**src/rtl/wdg_pkg.sv**
```systemverilog
package wdg_pkg;

  typedef enum logic [1:0] {
    ACT_NONE  = 2'd0,
    ACT_SOFT  = 2'd1,
    ACT_CYCLE = 2'd2
  } wdg_action_e;

  // Power cycle outranks soft reset when both are enabled.
  function automatic wdg_action_e choose_action(input logic soft_en,
                                                input logic cyc_en);
    if (cyc_en)       return ACT_CYCLE;
    else if (soft_en) return ACT_SOFT;
    else              return ACT_NONE;
  endfunction

endpackage

```
**src/rtl/wdg_tick_gen.sv**
```systemverilog
module wdg_tick_gen #(
  parameter int DIV = 32
) (
  input  logic clk,
  input  logic rst,
  input  logic clear,
  output logic tick
);
  generate
    if (DIV <= 1) begin : g_passthru
      assign tick = ~clear;
    end else begin : g_div
      localparam int W = $clog2(DIV);
      localparam logic [W-1:0] LAST = W'(DIV - 1);
      logic [W-1:0] cnt;
      logic         at_last;

      assign at_last = (cnt == LAST);
      assign tick    = ~clear & at_last;

      always_ff @(posedge clk) begin
        if (rst || clear) cnt <= '0;
        else if (at_last) cnt <= '0;
        else              cnt <= cnt + 1'b1;
      end
    end
  endgenerate
endmodule

```
**src/rtl/wdg_timeout_cnt.sv**
```systemverilog
module wdg_timeout_cnt #(
  parameter int TICKS = 4096
) (
  input  logic clk,
  input  logic rst,
  input  logic clear,
  input  logic tick,
  output logic expire
);
  generate
    if (TICKS <= 1) begin : g_single
      assign expire = tick;
    end else begin : g_count
      localparam int W = $clog2(TICKS);
      localparam logic [W-1:0] LAST = W'(TICKS - 1);
      logic [W-1:0] cnt;

      assign expire = tick & (cnt == LAST);

      always_ff @(posedge clk) begin
        if (rst || clear || expire) cnt <= '0;
        else if (tick)              cnt <= cnt + 1'b1;
      end
    end
  endgenerate
endmodule

```
**src/rtl/wdg_action_sel.sv**
```systemverilog
module wdg_action_sel
  import wdg_pkg::*;
(
  input  logic clk,
  input  logic rst,
  input  logic expire,
  input  logic soft_en,
  input  logic cyc_en,
  output logic soft_req,
  output logic cyc_req
);
  wdg_action_e act;

  assign act = expire ? choose_action(soft_en, cyc_en) : ACT_NONE;

  always_ff @(posedge clk) begin
    if (rst) begin
      soft_req <= 1'b0;
      cyc_req  <= 1'b0;
    end else begin
      soft_req <= (act == ACT_SOFT);
      cyc_req  <= (act == ACT_CYCLE);
    end
  end
endmodule

```
**src/rtl/bus_watchdog.sv**
```systemverilog
module bus_watchdog #(
  parameter int TICK_DIV      = 32,
  parameter int TIMEOUT_TICKS = 4096
) (
  input  logic clk,
  input  logic rst,
  input  logic txn_done,
  input  logic soft_rst_en,
  input  logic pwr_cycle_en,
  output logic soft_rst_req,
  output logic pwr_cycle_req
);
  logic armed;
  logic restart;
  logic tick;
  logic expire;

  assign armed   = soft_rst_en | pwr_cycle_en;
  assign restart = ~armed | txn_done;

  wdg_tick_gen #(.DIV(TICK_DIV)) u_tick (
    .clk   (clk),
    .rst   (rst),
    .clear (restart),
    .tick  (tick)
  );

  wdg_timeout_cnt #(.TICKS(TIMEOUT_TICKS)) u_cnt (
    .clk    (clk),
    .rst    (rst),
    .clear  (restart),
    .tick   (tick),
    .expire (expire)
  );

  wdg_action_sel u_act (
    .clk      (clk),
    .rst      (rst),
    .expire   (expire),
    .soft_en  (soft_rst_en),
    .cyc_en   (pwr_cycle_en),
    .soft_req (soft_rst_req),
    .cyc_req  (pwr_cycle_req)
  );
endmodule

```
**config.mk**
```make
export PLATFORM = sky130hd
export DESIGN_NAME = bus_watchdog
export DESIGN_NICKNAME = d
export VERILOG_FILES = /design/src/rtl/wdg_pkg.sv /design/src/rtl/wdg_tick_gen.sv /design/src/rtl/wdg_timeout_cnt.sv /design/src/rtl/wdg_action_sel.sv /design/src/rtl/bus_watchdog.sv
export SDC_FILE = /design/constraint.sdc
export NUM_CORES = 1
export LEC_CHECK = 0
export BUFFER_PORTS_ARGS = -buffer_cell sky130_fd_sc_hd__buf_2
export CAP_MARGIN = 0
export CORE_MARGIN = 2
export CORE_UTILIZATION = 60
export CTS_BUF_LIST = sky130_fd_sc_hd__clkbuf_8
export CTS_CLUSTER_SIZE = 24
export DETAILED_ROUTE_END_ITERATION = 16
export GPL_ROUTABILITY_DRIVEN = 0
export PLACE_DENSITY = 0.8
export SYNTH_ARGS = -nofsm -noshare
export SYNTH_HDL_FRONTEND = slang
export SYNTH_SLANG_ARGS = --single-unit
```
**constraint.sdc**
```tcl
create_clock -name clk -period 2.45 [get_ports clk]
set_input_delay 0.49 -clock clk [delete_from_list [all_inputs] [get_ports clk]]
set_output_delay 0.49 -clock clk [all_outputs]
set_load 0.005 [all_outputs]
```
## Word level (Yosys, flattened, before mapping)

Index checks and enable logic that the tools add are counted.

| word-level totals | value |
|---|---|
| flip-flop bits (word level) | 19 |
| input port bits | 5 |
| output and inout bits | 2 |

| operators by class | value |
|---|---|
| add/subtract/negate cells | 2 |
| equality and inequality tests | 4 |
| multiplexer cells | 3 |
| bitwise gates (word level) | 6 |
| reductions and logical operators | 3 |

Operators with widths:

| kind | number |
|---|---|
| 12-bit by 1-bit adder with 12-bit output, second input constant | 1 |
| 12-bit == test, second input constant | 1 |
| 5-bit by 1-bit adder with 5-bit output, second input constant | 1 |
| 5-bit == test, second input constant | 1 |
| 2-bit two-way mux | 2 |
| 1-bit AND | 2 |
| 2-bit by 1-bit == test with 1-bit output, second input constant | 1 |
| 2-bit == test, second input constant | 1 |
| 1-bit logical OR | 2 |
| 1-bit NOT | 2 |
| 1-bit OR | 2 |
| 2-bit OR reduction | 1 |
| 1-bit two-way mux | 1 |

## Longest topological paths before layout

| logic depth | value |
|---|---|
| word-level depth | 8 |
| mapped depth | 7 |
| depth with buffers taken out | 6 |

## Modules after synthesis

A second synthesis with hierarchy kept.

| unflattened totals | value |
|---|---|
| cell total of the unflattened synthesis | 86 |
| area, all modules | 848.3 sq um |

By module, submodules not included:

| module | instances | cells an instance | area each (sq um) |
|---|---|---|---|
| wdg_timeout_cnt | 1 | 62 | 564.3 |
| wdg_tick_gen | 1 | 19 | 214.0 |
| wdg_action_sel | 1 | 4 | 62.6 |
| bus_watchdog | 1 | 1 | 7.5 |

## Worst setup path before layout

No wires, ideal clock.

| path | value |
|---|---|
| path type | register to register |
| from | reg u_tick.g_div.cnt[0] |
| to | reg u_cnt.g_count.cnt[10] |
| setup time | 70 ps |
| data arrival time | 1676 ps |
| required time | 2380 ps |
| setup slack | 704 ps |
| stages on the path, launching flop included | 8 |
| buffers on the path | 1 |
| cells stage by stage | dfxtp_1 -> ha_1 -> and3_1 -> ha_1 -> buf_1 -> nand3_1 -> or3_1 -> a21oi_1 |

| between the ends | value |
|---|---|
| longest elaborated chain between the ends | 4 |

Ends and longest elaborated chain:

| item | line | text |
|---|---|---|
| start, declared | wdg_tick_gen.sv:15 | `logic [W-1:0] cnt;` |
| start signal, assigned | wdg_tick_gen.sv:24 | `else cnt <= cnt + 1'b1;` |
| 5-bit == test * | wdg_tick_gen.sv:18 | `assign at_last = (cnt == LAST);` |
| 1-bit AND * | wdg_tick_gen.sv:19 | `assign tick = ~clear & at_last;` |
| 1-bit AND | wdg_timeout_cnt.sv:18 | `assign expire = tick & (cnt == LAST);` |
| 1-bit logical OR | wdg_timeout_cnt.sv:21 | `if (rst \|\| clear \|\| expire) cnt <= '0;` |
| end signal, assigned | wdg_timeout_cnt.sv:22 | `else if (tick) cnt <= cnt + 1'b1;` |
| end, declared | wdg_timeout_cnt.sv:16 | `logic [W-1:0] cnt;` |

Mark *: on every way between the ends. The rest lies on a longest branch, timed or not.
A chain may end at the register's enable or synchronous reset.

## Worst setup path in the final report

| path | value |
|---|---|
| from | reg u_tick.g_div.cnt[0] |
| to | reg u_cnt.g_count.cnt[4] |

Same word-level chain as after synthesis.

==> impl_summary.md <==
Min path
Along the worst hold path, the cell count comes to 2. The type of the worst min-delay path is in2reg.

Floorplanning
The initialized floorplan defines 13 standard-cell rows. The placeable core area is 0.00132 sq mm. The die covers 0.00175 sq mm. The die height is 41.9 um. Once the floorplan was initialized, standard cells occupied 65.3% of the core.

The die is 41.9 um wide. For this design the top-level I/O count stands at 7.

Setup path
The type of destination of the critical path is a flop. The delay of the slowest critical-path stage is 0.48 ns. Traced cell by cell, the critical path runs through ha_1 > and3_1 > ha_1 > nand3_1 > o311ai_4 > nor2_1. The data arrival time of the worst path is 2.06 ns. The sort of element at the start of the critical path is a flop. The category of the critical setup timing path is reg2reg. The number of cells on the worst reg-to-reg path is 6. The setup slack of the most critical reg-to-reg path is 0.52 ns. The required time at the worst-slack endpoint is 2.57 ns. The cell that appears most often on the critical path is sky130_fd_sc_hd__ha_1. The maximum fanout along the worst path is 10. Among all stages on the critical path, the largest delay is contributed by sky130_fd_sc_hd__o311ai_4.

Routing
In the final routed layout, each cell accounts on average for 12.5 um. The final routed DRC violation total is 0. The routed design has 1440 um of wire. In this run, the number of DRC markers left after iteration 0 of detailed routing was 16. The count of nets left with antenna violations once routing finished came out at 0. The first-pass iteration count of the detailed router is 4.

The final route contains 680 vias. Using the TritonRoute via totals, the vias-per-cell ratio works out to 5.91.

Synth
During synthesis, Yosys emitted a total of 0 warnings. The synthesized netlist net count is 98. In the synthesized netlist the dominant register cell turns out to be sky130_fd_sc_hd__dfxtp_1. The post-synthesis instance total is 90. The synthesized design contains 0 enable-type register cells.

The netlist area before placement is 861 sq um. For this run, the register share of the synthesized area comes to 44.2%. The count of distinct cell types in the synthesized netlist is 28.

The biggest area contributor in the post-synthesis netlist is sky130_fd_sc_hd__dfxtp_1. The post-synthesis async set-or-reset flop share is 0%. After synthesis the netlist holds a flip-flop and latch count of 19.

The top cell type by area accounts for 44.2% of the synthesized area. The mean cell area of the mapped netlist is 9.56 sq um. By area the synthesized netlist is led by sky130_fd_sc_hd__dfxtp_1 (44%), sky130_fd_sc_hd__xor2_1 (8.1%), sky130_fd_sc_hd__ha_1 (4.4%).

Cells and area
The number of nets in the layout is 109. Registers take 380 sq um. The proportion of layout cells with a drive suffix above 1 is 18.0%. The fraction of the core area covered by cells at the end of the flow is 72.8%. The filler cells instantiated in the layout total 106. The number of antenna diodes in the final layout is 0. Summing all multi-input logic gate instances after layout gives 465 sq um. The layout overhead on the synthesized area is 11.5%.

Placed design
Input and output buffers added on the ports amount to 6. The half-perimeter wire length of the detailed placement result is 1070 um.

Timing
The fmax is 517 MHz. Of the available clock period, the critical path in the final layout requires 78.9%. The clock period could shrink to 1.93 ns. Measured against its own limit, the worst slew margin works out to 67.1%.

The final-report hold violation count was 0. Setup repair after global routing left no endpoint under its margin. In the final timing run, aggregate negative setup slack is 0 ns.

The final clock skew is 0.00418 ns. Setup violations remaining at the end of the flow were counted as 0. The max-slew violation count was 0. At the pin with the least slew margin, the transition time is 0.492 ns.

Flow run
The count of maximum capacitance violations is 0.

Global routing
Entering global routing, the biggest net connects 12 pins. The via count of the first global-routing pass is 680. The initial antenna violation count was 0. The first global-routing pass estimated 2730 um of wire. Global routing consumed, over all layers together, 19.8% of the routing resources.

After global routing the overflow that remains totals 0.

CTS
The H-tree level count is 1. Clock-pin slew was measured on the worst setup and hold paths at 0.07 ns. The number of setup buffers added after CTS is 0. The clock drives 19 sinks. The number of gates resized after cts is 0. The clock latency on the worst-skew pair is 0.25 ns. The tree is rooted in a sky130_fd_sc_hd__clkbuf_8. The number of hold-repair buffers added at the cts stage is 0. The TritonCTS clock tree is yes. The maximum root-to-sink buffer count is 2. The number of buffers inserted during clock tree synthesis is 3.

Power and ir drop
For this design the ratio of total power to cell area is 566 mW/mm^2. VDD sags by at most 0.321 mV. The reported leakage power is 0.000372 uW.

Status
The run finished with clean final reports.
==> placed cells by master (no fill, tap or decap), types with 2 or more instances in the layout <==
cell type | Yosys | routed
sky130_fd_sc_hd__ha_1 | 3 | 3
sky130_fd_sc_hd__dfxtp_1 | 19 | 19
sky130_fd_sc_hd__o21ai_0 | 3 | 3
sky130_fd_sc_hd__buf_4 | 1 | 2
sky130_fd_sc_hd__nor3_1 | 3 | 3
sky130_fd_sc_hd__and3_1 | 2 | 2
sky130_fd_sc_hd__nor2_1 | 8 | 8
sky130_fd_sc_hd__buf_2 | 0 | 6
sky130_fd_sc_hd__or3_1 | 3 | 3
sky130_fd_sc_hd__nand2_1 | 7 | 7
sky130_fd_sc_hd__nand3_1 | 5 | 5
sky130_fd_sc_hd__a21oi_1 | 4 | 4
sky130_fd_sc_hd__and2_1 | 5 | 5
sky130_fd_sc_hd__xor2_1 | 8 | 8
sky130_fd_sc_hd__nand4_1 | 5 | 5
sky130_fd_sc_hd__clkbuf_8 | 0 | 3
==> kinds of logic (layout without fill, tap and decap cells) <==
group / after synthesis / after routing / synth area share (%)
AOI/OAI and AO/OA: 11 / 11 / 10.2
and+or+nand+nor: 45 / 45 / 30.4
xor gates and xnor gates: 9 / 9 / 9.16
buffers and inverters: 3 / 13 / 1.74
adders and majority gates: 3 / 3 / 4.36
DFF: 19 / 19 / 44.2
==> cell usage after synthesis, types with 2 or more instances <==
cell type                  n
sky130_fd_sc_hd__a21oi_1   4
sky130_fd_sc_hd__dfxtp_1  19
sky130_fd_sc_hd__nand2_1   7
sky130_fd_sc_hd__nand4_1   5
sky130_fd_sc_hd__nand3_1   5
sky130_fd_sc_hd__nor2_1    8
sky130_fd_sc_hd__nor3_1    3
sky130_fd_sc_hd__o21ai_0   3
sky130_fd_sc_hd__or3_1     3
sky130_fd_sc_hd__and3_1    2
sky130_fd_sc_hd__and2_1    5
sky130_fd_sc_hd__xor2_1    8
sky130_fd_sc_hd__ha_1      3
==> cell type report <==
type                    instances  area share (%)
clock buffers                   3            4.30
clock inverters                 1           0.522
inverters                       1           0.391
multi-input cells              68            48.5
flip-flops and latches         19            39.6
well taps                      15            1.96
repair buffers                  8            4.69
==> registers in the layout (all words and copies together) (netlist names) <==
name,cells
u_cnt.g_count.cnt,12
u_tick.g_div.cnt,5
u_act.cyc_req,1
u_act.soft_req,1
==> worst max-delay path, delay by kind of cell, from the launching register on <==
family / cells / cell delay [ns]
adder cells (fa/ha/maj): 2 / 0.50
flip-flops: 1 / 0.36
AO/OA/AOI/OAI: 1 / 0.48
AND/OR/NAND/NOR: 3 / 0.47
==> stage by stage <==
step / area, sq um / setup slack (ns) / hold slack (ns) / power [uW] / instances
final: 960 / 0.517 / 0.464 / 543 / 115
after global routing: 960 / 0.363 / 0.480 / 561 / 115
after CTS: 960 / 0.493 / 0.472 / 547 / 115
after detailed placement: 913 / 0.503 / 0.462 / 337 / 111
after global placement: 913 / 0.587 / 0.449 / 336 / 111
after floorplan: 861 / 0.704 / 0.433 / 330 / 90
==> path summary, 6_finish.rpt <==
check / startpoint / to
worst min register to register: u_tick.g_div.cnt[0] / u_tick.g_div.cnt[0]
worst max-delay path: u_tick.g_div.cnt[0] / u_cnt.g_count.cnt[4]
worst min-delay path: pwr_cycle_en / u_act.cyc_req
worst max register to register: u_tick.g_div.cnt[0] / u_cnt.g_count.cnt[4]
==> power breakdown <==
group / internal (uW) / total [uW] / switching, uW / leakage [uW]
Clock: 113 / 214 / 101 / 0.0000255
Combinational: 7.49 / 18.4 / 10.9 / 0.000193
Sequential: 310 / 311 / 0.965 / 0.000153
Total: 430 / 543 / 113 / 0.000372
==> per-layer routing <==
layer	track usage, %	routed length (um)	vias to the layer above
met2	34.7	675	19
met3	3.91	73	2
met1	23.6	676	318
met5	0	0	-
li1	-	-	341
met4	7.74	14	0
No activity file was read; power rests on OpenSTA's default activity.
